### config.mk
export PLATFORM = sky130hd
export DESIGN_NAME = fgt_route_qual
export DESIGN_NICKNAME = d
export VERILOG_FILES = /design/src/rtl/fgt_wr_pkg.sv /design/src/rtl/fgt_route_qual.sv
export SDC_FILE = /design/constraint.sdc
export NUM_CORES = 1
export LEC_CHECK = 0
export CAP_MARGIN = 0
export CORE_AREA = 2 2 39 41
export DETAILED_ROUTE_END_ITERATION = 8
export DIE_AREA = 0 0 41 43
export DONT_BUFFER_PORTS = 1
export PLACE_DENSITY = 0.3
export SLEW_MARGIN = 20
export SYNTH_ARGS = -nofsm -noshare
export SYNTH_HDL_FRONTEND = slang
export SYNTH_SLANG_ARGS = --single-unit
### constraint.sdc
create_clock -name vclk -period 1.5
set_clock_uncertainty 0.2 [all_clocks]
set_input_delay 0.3 -clock vclk [all_inputs]
set_output_delay 0.3 -clock vclk [all_outputs]
set_load 0.01 [all_outputs]
### src/rtl/fgt_wr_pkg.sv
// Shared constants and types for the fine-grained write trap checker.
// Assumes a 64-bit control word; all masks below are indexed by control bit.
package fgt_wr_pkg;
    localparam int CTRL_W       = 64;
    localparam int ACT_LOW_FROM = 50;   // bits at or above this trap on 0
    localparam int LEGACY_BIT   = 35;   // only bit with a legacy write path

    typedef enum logic [1:0] {
        WK_SINGLE = 2'd0,
        WK_PAIR   = 2'd1,
        WK_LEGACY = 2'd2,
        WK_NONE   = 2'd3
    } wr_kind_e;

    localparam logic [63:0] RSVD_MASK = 64'h0008_4500_1624_C604;
    localparam logic [63:0] PAIR_MASK = 64'h0100_0030_0800_0000;
    localparam logic [63:0] EL0_MASK  = 64'h0880_0008_8000_0000;

    localparam logic [5:0] EC_SINGLE = 6'h18;
    localparam logic [5:0] EC_PAIR   = 6'h14;
    localparam logic [5:0] EC_LEGACY = 6'h03;
endpackage

### src/rtl/fgt_route_qual.sv
// Applies the global enable, priority, exception-level, host-mode and
// write-kind rules to an armed bit and selects the exception class.
// Assumes its inputs come straight from fgt_bit_arm in the same cycle.
module fgt_route_qual
    import fgt_wr_pkg::*;
(
    input  logic       bit_on_i,
    input  logic       el0_bit_i,
    input  logic       pair_bit_i,
    input  logic       legacy_bit_i,
    input  wr_kind_e   kind_i,
    input  logic       from_el1_i,
    input  logic       el1_aa64_i,
    input  logic       hyp_en_i,
    input  logic       mon_present_i,
    input  logic       mon_fgt_en_i,
    input  logic       host_e2h_i,
    input  logic       host_tge_i,
    input  logic       hi_pri_i,
    output logic       trap_o,
    output logic [5:0] ec_o
);
    logic       gate_ok;
    logic       host_both;
    logic       route_ok;
    logic [5:0] ec_sel;

    // Decide trap and class for the current write.
    always_comb begin
        gate_ok   = hyp_en_i & (~mon_present_i | mon_fgt_en_i) & ~hi_pri_i;
        host_both = host_e2h_i & host_tge_i;
        route_ok  = 1'b0;
        ec_sel    = 6'h00;
        case (kind_i)
            WK_SINGLE: begin
                route_ok = el0_bit_i ? ~host_both : from_el1_i;
                ec_sel   = EC_SINGLE;
            end
            WK_PAIR: begin
                route_ok = pair_bit_i & from_el1_i;
                ec_sel   = EC_PAIR;
            end
            WK_LEGACY: begin
                route_ok = legacy_bit_i & ~from_el1_i & el1_aa64_i & ~host_both;
                ec_sel   = EC_LEGACY;
            end
            default: begin
                route_ok = 1'b0;
                ec_sel   = 6'h00;
            end
        endcase
        trap_o = gate_ok & bit_on_i & route_ok;
        ec_o   = trap_o ? ec_sel : 6'h00;
    end
endmodule

* Word level (Yosys, flattened, before mapping)
Cells that the tools add are included.
** Storage, ports and cells
- Register bits :: 0
- Bits of input ports :: 14
- Output and inout bits :: 7
- Logic and storage cells :: 21
** Operators by class
- Eq/ne operators :: 2
- Multiplexer cells :: 4
- Bitwise operators :: 14
- Reductions and logical operators :: 1
** Operators with widths (count)
- $pmux W5 S3 :: 1
- $and A1 B1 Y1 :: 9
- $mux W6 :: 1
- $not A1 Y1 :: 4
- $pmux W1 S3 :: 1
- $eq A2 B1 Y1 const B :: 1
- $eq A2 B2 Y1 const B :: 1
- $logic_not A2 Y1 :: 1
- $mux W1 :: 1
- $or A1 B1 Y1 :: 1

* Logic depth before layout (Yosys ltp)
- Word-level depth :: 7
- Mapped depth :: 4
- Gate-level depth less buffers :: 3

* Worst setup path after synthesis
No wires, ideal clock.
- Path kind :: input to output
- From :: input port mon_present_i
- To :: output port ec_o[1]
- Arrival :: 1.314 ns
- Required time :: 1.000 ns
- Setup slack :: -0.314 ns
- Cell stages on the path :: 4
- Buffers on the path :: 1
- Cell sequence :: or2b_2 nand4b_1 nor4_1 buf_4
** On the way
- Word-level cells in the longest chain between the ends :: 7
** Ends and longest elaborated chain
- start: declaration :: RTL line fgt_route_qual.sv:15 : input logic mon_present_i,
- $not A1 Y1 :: RTL line fgt_route_qual.sv:30 : gate_ok = hyp_en_i & (~mon_present_i | mon_fgt_en_i) & ~hi_pri_i;
- $or A1 B1 Y1 :: RTL line fgt_route_qual.sv:30
- $and A1 B1 Y1 (2 in a row) :: RTL line fgt_route_qual.sv:30
- $and A1 B1 Y1 (2 in a row) :: RTL line fgt_route_qual.sv:52 : trap_o = gate_ok & bit_on_i & route_ok;
- $mux W6 :: RTL line fgt_route_qual.sv:53 : ec_o = trap_o ? ec_sel : 6'h00;
- end: declaration :: RTL line fgt_route_qual.sv:21 : output logic [5:0] ec_o
No other way between the ends.

* Final worst setup path
- From :: input port mon_present_i
- To :: output port ec_o[2]
Same word-level chain as after synthesis.

==> results.sh <==
export IMPL_via_per_inst=4.095
export IMPL_drc=0
export IMPL_p_int_mw=0.01950
export IMPL_met3_wirelength_um=49
export IMPL_ant_nets=0
export IMPL_synth_seq_area_share_pct=0
export IMPL_grt_pass1_vias=128
export IMPL_cpMaxStageDelayCell="buf_4"
export IMPL_hold_path_class="in -> out"
export IMPL_crit_buf_inv=2
export IMPL_grt_overflow=0
export IMPL_p_clk_share_pct=0
export IMPL_numPortBuffers=0
export IMPL_synth_top_family_by_area="simple AND/OR/NAND/NOR gates"
export IMPL_violations="negative setup slack"
export IMPL_ctsHoldBuffers=0
export IMPL_yosys_area_share_simple_pct=44.44
export IMPL_syn_to_final_growth_pct=65.08
export IMPL_cp_startpoint="mon_present_i"
export IMPL_avgSynthCellArea_um2=8.297
export IMPL_yosysTopAreaCell="o211ai_4"
export IMPL_dp_hpwl_um=386.2
export IMPL_cp_endpoint="ec_o[2]"
export IMPL_place_ws_ns=-0.1674
export IMPL_coreArea_um2=1384
export IMPL_fmax_ghz=0.6105
export IMPL_clkbuf_count=0
export IMPL_fillers=156
export IMPL_num_nets_final=42
export IMPL_maxCapViolations=0
export IMPL_yosysUniqueCellTypes=18
export IMPL_worst_path_stages=5
export IMPL_wl_met1_um=144
export IMPL_cp_max_fo=3
export IMPL_wl_per_cell_um=10.26
export IMPL_cp_common_cell="buf_4"
export IMPL_vias=172
export IMPL_route_met2_wl_um=237
export IMPL_synthTopCellsByArea="o211ai_4 (13%), a2111oi_2 (9.5%), buf_4 (9.5%)"
export IMPL_finalHoldViolations=0
export IMPL_p_switching_mw=0.01736
export IMPL_synthAdderAreaFrac_pct=0
export IMPL_place_congestion=0.6261
export IMPL_netlist_area_leader_share_pct=13.49
export IMPL_die_area_um2=1763
export IMPL_peakVddDrop_uv=23.57
export IMPL_path_cells="or2b_2 -> nand4b_1 -> buf_4 -> nor4b_4 -> buf_4"
export IMPL_start_util_pct=11.39
export IMPL_drive_gt1_share_pct=73.08
export IMPL_p_per_area_nw_per_um2=141.6
export IMPL_crit_family="simple AND/OR/NAND/NOR gates"
export IMPL_drtIter0Drc=0
export IMPL_grt_max_degree=8
export IMPL_combPwrFrac_pct=100.0
export IMPL_wl_um=431
export IMPL_rsz0062_at_grt="yes"
export IMPL_drtPass1Iterations=1
export IMPL_synth_xor_area_share_pct=0
export IMPL_fin_ws_ns=-0.1379
export IMPL_die_height_um=43
export IMPL_ios=21
export IMPL_p_leak_nw=0.09460
export IMPL_critical_path_max_stage_delay_ns=0.20
export IMPL_synth_compound_area_share_pct=41.27
export IMPL_grt_use_total_pct=4.304
export IMPL_seq_cells=0
export IMPL_critPathKind="in -> out"
export IMPL_min_from="kind_i[0]"
export IMPL_status="finished, violations left"
export IMPL_cp_arrival_ns=1.14
export IMPL_antenna_cells=0
export IMPL_syn_cell_area_um2=157.7
export IMPL_cp_required_ns=1.00
export IMPL_synthCells=19
export IMPL_antenna_found_initial=0
export IMPL_power_share_sequential_pct=0
export IMPL_grt_pass1_wl_um=558
export IMPL_chipWidth_um=41
export IMPL_final_setup_viol_count=6
export IMPL_syn_nets=33
export IMPL_rows=14
export IMPL_cp_end_kind="primary output"
export IMPL_cp_start_kind="input port"
export IMPL_top_layer="met3"
export IMPL_fin_hold_ws_ns=0.5504
export IMPL_fin_crit_sh_pct=109.2
export IMPL_synth_mux_area_share_pct=0
export IMPL_ys_warnings_count=0
export IMPL_fin_crit_ns=1.638
export IMPL_slew_violations=0
export IMPL_regArea_um2=0
export IMPL_swShare_pct=47.09
==> area by class of cell <==
type,count,area [um^2],share of cell area [%]
Inverter,1,3.754,1.442
Multi-Input combinational cell,16,168.9,64.90
Tap cell,16,20.02,7.692
Timing Repair Buffer,9,67.56,25.96
==> power groups by stage <==
stage / clock network, mW / logic (mW) / registers [mW]
2_1_floorplan: 0 / 0.0250 / 0
3_3_place_gp: 0 / 0.0310 / 0
3_5_place_dp: 0 / 0.0312 / 0
4_1_cts: 0 / 0.0364 / 0
5_1_grt: 0 / 0.0399 / 0
6_report: 0 / 0.0369 / 0
==> through the flow <==
| step | power [mW] | setup TNS, ns | utilization (%) | std cells | area [um^2] |
|---|---|---|---|---|---|
| finish | 0.03686 | -0.5888 | 18.81 | 42 | 260.3 |
| global route | 0.03987 | -1.105 | 18.81 | 42 | 260.3 |
| CTS | 0.03642 | -0.7495 | 18.35 | 42 | 254.0 |
| detailed placement | 0.03123 | -0.8202 | 16.55 | 41 | 229.0 |
| global placement | 0.03101 | -0.8385 | 16.55 | 41 | 229.0 |
| floorplan | 0.02495 | -0.3745 | - | 19 | 163.9 |
==> logic make-up (layout without fill, tap and decap cells) <==
logic type / after synthesis / count (layout)
compound gates: 6 / 6
buf+inv: 3 / 10
simple gates: 9 / 9
other cells: 1 / 1
==> how the worst min path moves through the flow <==
stage	endpoint	cells after the start
2_1_floorplan	ec_o[3]	1
3_3_place_gp	ec_o[3]	2
3_5_place_dp	ec_o[3]	2
4_1_cts	ec_o[3]	2
5_1_grt	ec_o[2]	2
6_report	ec_o[3]	2
==> timing repair <==
action,CTS,global route
setup buffers,1,0
endpoints found under the hold margin,0,0
resized for setup,3,1
pin swaps,2,0
endpoints found under the setup margin,6,6
==> placed cells by master (no fill, tap or decap), drive strengths merged <==
cell type,count
inv,1
a2111oi,1
nand2,1
nor4,1
a211oi,1
buf,9
and3b,1
a21oi,1
or2b,1
nor2,1
and2,1
conb,1
nor4b,1
o211ai,2
a221oi,1
or2,1
nand4b,1
==> cell usage after synthesis <==
cell,count
o211ai_4,1
inv_1,1
a21oi_1,1
a211oi_1,1
o211ai_1,1
nand2_1,1
conb_1,1
or2_2,1
buf_4,2
a221oi_1,1
nor4_1,1
nor4b_2,1
nor2_1,1
or2b_2,1
and2_4,1
a2111oi_2,1
and3b_1,1
nand4b_1,1
==> layer usage <==
metal / up-vias / global-route usage (%)
met4: 0 / 0
met1: 76 / 5.732
met5: - / 0
met3: 0 / 0
li1: 86 / -
met2: 10 / 7.813
(Power assumes the default switching activity.)
